==> config.mk <==
export PLATFORM = sky130hd
export DESIGN_NAME = qdec_axis
export DESIGN_NICKNAME = d
export VERILOG_FILES = /design/src/rtl/qdec_pkg.sv /design/src/rtl/qdec_rst_sync.sv /design/src/rtl/qdec_tick.sv /design/src/rtl/qdec_sync.sv /design/src/rtl/qdec_step.sv /design/src/rtl/qdec_axis.sv
export SDC_FILE = /design/constraint.sdc
export NUM_CORES = 1
export LEC_CHECK = 0
export ABC_AREA = 1
export BUFFER_PORTS_ARGS = -buffer_cell sky130_fd_sc_hd__clkbuf_2
export CELL_PAD_IN_SITES_DETAIL_PLACEMENT = 1
export CELL_PAD_IN_SITES_GLOBAL_PLACEMENT = 1
export CORE_ASPECT_RATIO = 1.2
export CORE_MARGIN = 5
export CORE_UTILIZATION = 38
export CTS_BUF_LIST = sky130_fd_sc_hd__clkbuf_2
export CTS_CLUSTER_SIZE = 14
export DETAILED_ROUTE_END_ITERATION = 6
export PLACE_DENSITY_LB_ADDON = 0.1
export SETUP_SLACK_MARGIN = 0.02
export SLEW_MARGIN = 20
export SYNTH_ARGS = -nofsm -noshare
export SYNTH_HDL_FRONTEND = slang
export SYNTH_HIERARCHICAL = 1
export SYNTH_SLANG_ARGS = --single-unit
==> constraint.sdc <==
create_clock -name clk -period 2.36 [get_ports clk]
set_clock_uncertainty 0.2 [all_clocks]
set_input_delay 0.354 -clock clk [delete_from_list [all_inputs] [get_ports clk]]
set_output_delay 0.354 -clock clk [all_outputs]
set_load 0.01 [all_outputs]
==> src/rtl/qdec_pkg.sv <==
package qdec_pkg;

  typedef enum logic [1:0] {
    STEP_NONE = 2'd0,
    STEP_UP   = 2'd1,
    STEP_DOWN = 2'd2,
    STEP_BAD  = 2'd3
  } step_e;

  typedef struct packed {
    logic a;
    logic b;
    logic idx_n;
  } qsig_t;

  localparam int QSIG_W = $bits(qsig_t);

endpackage

==> src/rtl/qdec_rst_sync.sv <==
module qdec_rst_sync (
  input  logic clk,
  input  logic rst_n,
  output logic rst_core_n
);

  logic [1:0] rst_pipe;

  always_ff @(posedge clk or negedge rst_n) begin
    if (!rst_n) rst_pipe <= 2'b00;
    else        rst_pipe <= {rst_pipe[0], 1'b1};
  end

  assign rst_core_n = rst_pipe[1];

endmodule

==> src/rtl/qdec_tick.sv <==
module qdec_tick #(
  parameter int DIV = 4
) (
  input  logic clk,
  input  logic rst_n,
  output logic tick
);

  localparam int CW = (DIV > 2) ? $clog2(DIV) : 1;
  localparam logic [CW-1:0] LAST = CW'(DIV - 1);

  logic [CW-1:0] cnt_q, cnt_d;

  always_comb begin
    tick  = (cnt_q == LAST);
    cnt_d = tick ? '0 : cnt_q + CW'(1);
  end

  always_ff @(posedge clk or negedge rst_n) begin
    if (!rst_n) cnt_q <= '0;
    else        cnt_q <= cnt_d;
  end

endmodule

==> src/rtl/qdec_sync.sv <==
module qdec_sync #(
  parameter int            W       = 3,
  parameter int            STAGES  = 2,
  parameter logic [W-1:0]  RST_VAL = '0
) (
  input  logic         clk,
  input  logic         rst_n,
  input  logic [W-1:0] d,
  output logic [W-1:0] q
);

  for (genvar g = 0; g < W; g++) begin : g_bit
    logic [STAGES-1:0] chain_q, chain_d;

    always_comb chain_d = {chain_q[STAGES-2:0], d[g]};

    always_ff @(posedge clk or negedge rst_n) begin
      if (!rst_n) chain_q <= {STAGES{RST_VAL[g]}};
      else        chain_q <= chain_d;
    end

    assign q[g] = chain_q[STAGES-1];
  end

endmodule

==> src/rtl/qdec_step.sv <==
module qdec_step
  import qdec_pkg::*;
(
  input  logic [1:0] prev_ab,
  input  logic [1:0] cur_ab,
  output step_e      step
);

  logic [1:0] flip;

  always_comb begin
    flip = prev_ab ^ cur_ab;
    unique case (flip)
      2'b00:   step = STEP_NONE;
      2'b11:   step = STEP_BAD;
      default: step = (cur_ab[1] != prev_ab[0]) ? STEP_UP : STEP_DOWN;
    endcase
  end

endmodule

==> src/rtl/qdec_axis.sv <==
module qdec_axis
  import qdec_pkg::*;
#(
  parameter int POS_W       = 32,
  parameter int DIV         = 4,
  parameter int SYNC_STAGES = 2
) (
  input  logic             clk,
  input  logic             rst_n,
  input  logic             phase_a,
  input  logic             phase_b,
  input  logic             index_n,
  input  logic             cap_read,
  output logic [POS_W-1:0] position,
  output logic             count_err,
  output logic [POS_W-1:0] cap_pos,
  output logic             cap_valid
);

  localparam logic [POS_W-1:0] ONE     = POS_W'(1);
  localparam logic [QSIG_W-1:0] SYN_RST = QSIG_W'(1);

  logic rst_core_n;
  logic samp_tick;
  qsig_t raw_sig, syn_sig;
  logic [QSIG_W-1:0] syn_vec;
  step_e step;

  logic [1:0]       prev_ab_q, prev_ab_d;
  logic             primed_q, primed_d;
  logic             idx_q, idx_d;
  logic [POS_W-1:0] pos_d, cap_pos_d;
  logic             err_d, capv_d;
  logic             qual;

  qdec_rst_sync u_rst (
    .clk        (clk),
    .rst_n      (rst_n),
    .rst_core_n (rst_core_n)
  );

  qdec_tick #(.DIV(DIV)) u_tick (
    .clk   (clk),
    .rst_n (rst_core_n),
    .tick  (samp_tick)
  );

  assign raw_sig = '{a: phase_a, b: phase_b, idx_n: index_n};

  qdec_sync #(.W(QSIG_W), .STAGES(SYNC_STAGES), .RST_VAL(SYN_RST)) u_sync (
    .clk   (clk),
    .rst_n (rst_core_n),
    .d     (raw_sig),
    .q     (syn_vec)
  );

  assign syn_sig = qsig_t'(syn_vec);

  qdec_step u_step (
    .prev_ab (prev_ab_q),
    .cur_ab  ({syn_sig.a, syn_sig.b}),
    .step    (step)
  );

  always_comb begin
    qual      = ~syn_sig.a & ~syn_sig.b & ~syn_sig.idx_n;
    prev_ab_d = prev_ab_q;
    primed_d  = primed_q;
    idx_d     = idx_q;
    pos_d     = position;
    err_d     = count_err;
    cap_pos_d = cap_pos;
    capv_d    = cap_valid;
    if (cap_read) capv_d = 1'b0;
    if (samp_tick) begin
      prev_ab_d = {syn_sig.a, syn_sig.b};
      primed_d  = 1'b1;
      idx_d     = qual;
      if (primed_q) begin
        unique case (step)
          STEP_UP:   pos_d = position + ONE;
          STEP_DOWN: pos_d = position - ONE;
          STEP_BAD:  err_d = 1'b1;
          default:   pos_d = position;
        endcase
        if (qual && !idx_q) begin
          cap_pos_d = pos_d;
          capv_d    = 1'b1;
        end
      end
    end
  end

  always_ff @(posedge clk or negedge rst_core_n) begin
    if (!rst_core_n) begin
      prev_ab_q <= 2'b00;
      primed_q  <= 1'b0;
      idx_q     <= 1'b0;
      position  <= '0;
      count_err <= 1'b0;
      cap_pos   <= '0;
      cap_valid <= 1'b0;
    end else begin
      prev_ab_q <= prev_ab_d;
      primed_q  <= primed_d;
      idx_q     <= idx_d;
      position  <= pos_d;
      count_err <= err_d;
      cap_pos   <= cap_pos_d;
      cap_valid <= capv_d;
    end
  end

endmodule

==> results_dict.tcl, run 1 <==
set metrics [dict create \
    status "finished, violations left" \
    violations "negative setup slack" \
    cts_htree_levels 3 \
    synth_area_sq_um 5900 \
    cp-start-kind "flop" \
    grt_util_all_layers_pct 27.4 \
    ys_seq_area_share_pct 34.0 \
    final.setup.worst_slack_ns -1.26 \
    clockBufferDepth 2 \
    grt_pass1_vias 7333 \
    cts_tree "done" \
    maxSlewViolCount 0 \
    critPathCaptureType "flop" \
    place_hpwl_microns 16700 \
    vias 7190 \
    clkLatencyLatePin_ns 0.63 \
    die_h_microns 146 \
    fp.dieArea_sq_um 18100 \
    finish.utilization_pct 59.1 \
    clk_pin_slew_worst_paths_ns 0.32 \
    r2r_cells 20 \
    viasPerCell 5.30 \
    antenna_found_initial 1 \
    p_per_area_nw_per_um2 1410 \
    final_common_cell "nand2_1" \
    reg2reg_from "prev_ab_q[0]$_DFFE_PN0P_" \
    finalSetupViolCount 64 \
    hp-class "flop to async pin" \
    area_growth_pct 54.8 \
    drv_cap 0 \
    hold_violations 0 \
    final_cell_mix "nand2_1 (304), buf_4 (109), inv_1 (96)" \
    r2r-end "cap_pos[14]$_DFFE_PN0P_" \
    worstPathRequired_ns 2.73 \
    clock.fmax_mhz 276 \
    ant_nets 0 \
    ys_ff_latch 80 \
    nets 1155 \
    top_layer "met4" \
    grt-ovfl-total 0 \
    syn_inst 946 \
    place_ws_ns -1.21 \
    synth_edf_count 0 \
    async_flop_share_pct 100 \
    syn_area_per_cell_sq_um 6.23 \
    dr.pass1.iters 5 \
    grt_max_degree 38 \
    syn_nets 958 \
    clock_sinks 80 \
    drc 0 \
    finalWirelength_microns 27800 \
    drive_gt1_share_pct 47.0 \
    peakVddDrop_mv 0.687 \
    core_area_sq_um 15500 \
    start_util_pct 38.2 \
    ios 72 \
    total_power_mw 12.8 \
    rsz0062_at_grt "true" \
    p_leak_nw 4.89 \
    whs_ns 0.0429 \
    ys_types 37 \
    crit_type "flop to flop" \
    gp_congestion 0.913 \
    post-route-period-util_pct 154 \
    chipWidth_microns 124 \
    crit_fanout 6 \
    m1WireLength_microns 9820 \
    synth-warning-count 6 \
    cts_root_buffer "clkbuf_2" \
    tns_ns -64.23 \
    yosys_most_used_dff "dfrtp_1" \
    reg2reg_slack_ns -1.26 \
    rows 50 \
    route.met3.wl_microns 1010 \
    final.min_clock_period_ns 3.62 \
    port_buffers 71 \
    numCtsBuffers 9 \
    grt_pass1_wl_microns 38300 \
    drt_iter0_markers 399 \
    arrival_ns 3.99 \
    wl_per_cell_microns 20.5 \
    route.met2.wl_microns 14700 \
]
-- kinds of logic (layout without fill, tap and decap cells) --
logic type	count (synthesis)	after routing	synth area share [%]
and+or+nand+nor	604	604	43.0
buffers and inverters	160	362	11.7
DFF	80	80	34.0
AOI/OAI and AO/OA	77	77	7.09
xor gates and xnor gates	18	18	2.93
adders and majority gates	6	6	1.27
other	1	2	0.0636
-- how the worst max path moves through the flow --
| stage | from | endpoint | slack (ns) | depth (start not counted) |
|---|---|---|---|---|
| floorplan | u_sync/g_bit[2].chain_q[1]$_DFF_PN0_ | position[26]$_DFFE_PN0P_ | -0.76 | 30 |
| global placement | u_sync/g_bit[2].chain_q[1]$_DFF_PN0_ | position[30]$_DFFE_PN0P_ | -1.12 | 22 |
| detailed placement | prev_ab_q[0]$_DFFE_PN0P_ | position[30]$_DFFE_PN0P_ | -1.21 | 22 |
| CTS | prev_ab_q[1]$_DFFE_PN0P_ | cap_pos[28]$_DFFE_PN0P_ | -0.95 | 23 |
| global route | prev_ab_q[0]$_DFFE_PN0P_ | position[14]$_DFFE_PN0P_ | -1.39 | 20 |
| finish | prev_ab_q[0]$_DFFE_PN0P_ | cap_pos[14]$_DFFE_PN0P_ | -1.26 | 20 |
-- cell type report --
cell class              instances  area, sq um
diodes                          1         2.50
fillers                      1985         6320
clock inverters                 7         72.6
flip-flops and latches         80         2010
well taps                     208          260
multi-input cells             706         4400
inverters                     127          492
repair buffers                219         1850
clock buffers                   9         45.0
-- state kept, by name (all words and copies together), names as in the netlist --
signal,count
cap_pos,32
u_rst/rst_pipe,2
primed_q,1
u_tick/cnt_q,2
idx_q,1
prev_ab_q,2
count_err,1
position,32
u_sync/g_bit.chain_q,6
cap_valid,1
-- metal layers --
metal | global-route usage [%] | vias up
met5 | 0 | -
met4 | 15.7 | 0
met3 | 3.80 | 135
met2 | 50.4 | 242
met1 | 29.0 | 3533
li1 | - | 3280
-- cells in the mapped netlist, drive strengths merged (5+ instances only) --
| master | instances | share of area (%) |
|---|---|---|
| nand2 | 425 | 28 |
| inv | 127 | 8.1 |
| nand3 | 83 | 7.3 |
| nor2 | 80 | 6.2 |
| dfrtp | 78 | 33 |
| a21oi | 35 | 3.0 |
| o21ai | 32 | 2.8 |
| buf | 19 | 2.7 |
| clkbuf | 14 | 0.89 |
| xor2 | 13 | 2.1 |
| ha | 6 | 1.3 |
| o211ai | 6 | 0.76 |
| or2 | 6 | 0.64 |
| xnor2 | 5 | 0.87 |
-- what timing repair did --
action                                  4_1_cts  5_1_grt
hold buffers                                  6        0
pin swaps                                    64       77
endpoints found under the hold margin         6        0
setup buffers                                32       21
resized for setup                           169      162
gates cloned                                  4        2
endpoints found under the setup margin       64       65
-- through the flow --
step	instance area [sq um]	cells
detailed placement	7210	1286
CTS	8390	1344
finish	9130	1357
floorplan	6050	946
global placement	7210	1286
global route	9130	1357
-- report_power, final --
group	internal (mW)	switching [mW]
clock network	0.175	0.654
logic	3.80	5.55
registers	1.90	0.743
total	5.88	6.95
-- critical path, stage by stage (launching register included) --
cell      delay (ns)
dfrtp_1         0.48
xor2_1          0.17
ha_1            0.34
inv_1           0.09
nand2_2         0.07
nand2_2         0.08
inv_2           0.06
ha_4            0.17
buf_12          0.15
buf_12          0.13
buf_16          0.14
nor2_1          0.21
nor2_4          0.10
nand2_4         0.10
nor2_4          0.06
a21oi_1         0.32
nand2_4         0.14
xnor2_1         0.20
nand2_1         0.11
o211ai_1        0.13
nand2_1         0.09
No activity file was read; power rests on OpenSTA's default activity.
==> run 2, diff against run 1 <==
--- a/config.mk
+++ b/config.mk
@@ -7,6 +7,7 @@
 export LEC_CHECK = 0
 export ABC_AREA = 1
 export BUFFER_PORTS_ARGS = -buffer_cell sky130_fd_sc_hd__clkbuf_2
+export CAP_MARGIN = 20
 export CELL_PAD_IN_SITES_DETAIL_PLACEMENT = 1
 export CELL_PAD_IN_SITES_GLOBAL_PLACEMENT = 1
 export CORE_ASPECT_RATIO = 1.2
@@ -15,7 +16,7 @@
 export CTS_BUF_LIST = sky130_fd_sc_hd__clkbuf_2
 export CTS_CLUSTER_SIZE = 14
 export DETAILED_ROUTE_END_ITERATION = 6
-export PLACE_DENSITY_LB_ADDON = 0.1
+export PLACE_DENSITY = 0.9
 export SETUP_SLACK_MARGIN = 0.02
 export SLEW_MARGIN = 20
 export SYNTH_ARGS = -nofsm -noshare
==> results_dict.tcl, run 2 (same netlist as run 1, synthesis figures left out) <==
set metrics [dict create \
    status "finished, violations left" \
    violations "negative setup slack" \
    worstMarginPinSlew_ns 0.798 \
    cts_root_buffer "clkbuf_2" \
    final_cell_mix "nand2_1 (306), buf_4 (105), inv_1 (97)" \
    post-route-period-util_pct 190 \
    antenna_found_initial 2 \
    rsz0062_at_grt "true" \
    finalWirelength_microns 40800 \
    nets 1147 \
    pwr-share-seq_pct 19.0 \
    port_buffers 71 \
    cts_htree_levels 3 \
    internal_power_mw 5.97 \
    wl_per_cell_microns 30.2 \
    clockBufferDepth 2 \
    critPathCaptureType "flop" \
    die_h_microns 146 \
    grt_util_all_layers_pct 35.2 \
    maxSlewViolCount 0 \
    final.setup.worst_slack_ns -2.11 \
    drc 0 \
    viasPerCell 6.32 \
    p_clk_share_pct 7.2 \
    gp_congestion 0.994 \
    grt_pass1_vias 8729 \
    clock_sinks 80 \
    combPwrFrac_pct 73.8 \
    final_common_cell "nand2_1" \
    power.switching_fraction_pct 59.1 \
    crit_type "flop to flop" \
    clock.fmax_mhz 223 \
    rows 50 \
    hp-class "input port to flop" \
    clkLatencyLatePin_ns 0.73 \
    chipWidth_microns 124 \
    final.min_clock_period_ns 4.47 \
    drt_iter0_markers 1007 \
    place_hpwl_microns 17600 \
    slew_headroom_pct 46.6 \
    grt_max_degree 43 \
    hold_violations 0 \
    grt_pass1_wl_microns 48400 \
    drive_gt1_share_pct 46.3 \
    drv_cap 0 \
    cp-start-kind "flop" \
    vias 8534 \
    p_per_area_nw_per_um2 1600 \
    ios 72 \
    arrival_ns 4.89 \
    finalSetupViolCount 65 \
    area_growth_pct 54.6 \
    fp.dieArea_sq_um 18100 \
    tns_ns -94.41 \
    ant_nets 0 \
    clk_pin_slew_worst_paths_ns 0.33 \
    grt-ovfl-total 0 \
    core_area_sq_um 15500 \
    finish.utilization_pct 59.0 \
    p_sw_mw 8.62 \
    worstPathRequired_ns 2.78 \
    numCtsBuffers 9 \
    start_util_pct 38.2 \
    total_power_mw 14.6 \
    dr.pass1.iters 5 \
    cts_tree "done" \
    crit_fanout 7 \
    p_leak_nw 4.93 \
    peakVddDrop_mv 0.719 \
    reg_top3 "cap_pos: 32 flops, position: 32 flops, u_sync/g_bit.chain_q: 6 flops" \
]
## run 2: changes by cell type in the layout (fill, tap and decap cells not counted), moves of 3 or more
cell	change
buf_12	-6
buf_4	-4
inv_2	-3
inv_4	+3
nand2_2	-14
nand2_4	+10
nand3_1	+9
nand3_2	-11
nor2_1	-3
nor2_2	+3
o21ai_2	+4
## run 2: worst paths after layout
check | start | endpoint | slack (ns) | cells past startpoint
worst max-delay path | u_sync/g_bit[1].chain_q[1]$_DFF_PN0_ | position[22]$_DFFE_PN0P_ | -2.11 | 19
worst min-delay path | index_n | u_sync/g_bit[0].chain_q[0]$_DFF_PN1_ | 0.002 | 2
worst max register to register | u_sync/g_bit[1].chain_q[1]$_DFF_PN0_ | position[22]$_DFFE_PN0P_ | -2.11 | 19
worst min register to register | u_rst/rst_pipe[1]$_DFF_PN0_ | cap_pos[15]$_DFFE_PN0P_ | 0.13 | 0
max in group asynchronous | u_rst/rst_pipe[1]$_DFF_PN0_ | position[6]$_DFFE_PN0P_ | 1.13 | 1
min in group asynchronous | u_rst/rst_pipe[1]$_DFF_PN0_ | cap_pos[15]$_DFFE_PN0P_ | 0.13 | 0
## run 2: cell type report
| cell class | instances | area, sq um |
|---|---|---|
| timing repair buffer | 211 | 1690 |
| sequential | 80 | 2010 |
| antenna | 2 | 5.00 |
| multi-input combinational | 706 | 4510 |
| clock buffer | 9 | 45.0 |
| fill | 1932 | 6330 |
| clock inverter | 7 | 109 |
| tap | 208 | 260 |
| inverter | 127 | 492 |
## run 2: critical path: stages, from the launching register on
cell and delay [ns]:
dfrtp_1 0.48, xor2_1 0.18, ha_1 0.38, nand3_1 0.18, nand2_4 0.13, inv_4 0.04
ha_4 0.24, buf_12 0.18, nor2_1 0.62, nor2_4 0.15, nand3_1 0.15, nand2_1 0.15
a21oi_2 0.42, nand2_4 0.25, nand2_4 0.13, nand2_1 0.07, nand2_1 0.09, nand3_2 0.11
nand3_1 0.09, nand2_1 0.09
## run 2: power groups by stage
stage	logic, mW	registers [mW]	clock network, mW
detailed placement	6.65	2.55	0
global route	11.1	2.80	1.08
finish	10.8	2.77	1.05
floorplan	3.64	2.68	0
global placement	6.26	2.51	0
CTS	8.05	2.56	0.996
## run 2: layer usage
| layer | GRT usage [%] | wire [microns] | vias up |
|---|---|---|---|
| met2 | 60.2 | 18200 | 756 |
| met5 | 0 | 63 | - |
| met1 | 34.3 | 12700 | 4098 |
| met4 | 31.6 | 5190 | 4 |
| met3 | 8.06 | 4650 | 404 |
| li1 | - | - | 3272 |
## run 2: what timing repair did
action | 4_1_cts | 5_1_grt
endpoints found under the hold margin | 6 | 0
gates resized for setup | 202 | 144
endpoints found under the setup margin | 64 | 65
gates cloned | 2 | 2
hold buffers | 6 | 0
setup buffers | 27 | 8
pin swaps | 71 | 52
## run 2: through the flow
step / hold WS [ns] / std cells / instance area (sq um) / setup WS (ns)
after floorplan: -0.142 / 946 / 6050 / -0.763
after detailed placement: -0.0581 / 1287 / 7250 / -1.18
after global routing: 0.0100 / 1349 / 9120 / -2.12
after global placement: -0.0600 / 1287 / 7250 / -0.990
final: 0.00191 / 1350 / 9120 / -2.11
after CTS: 0.0721 / 1338 / 8440 / -0.950
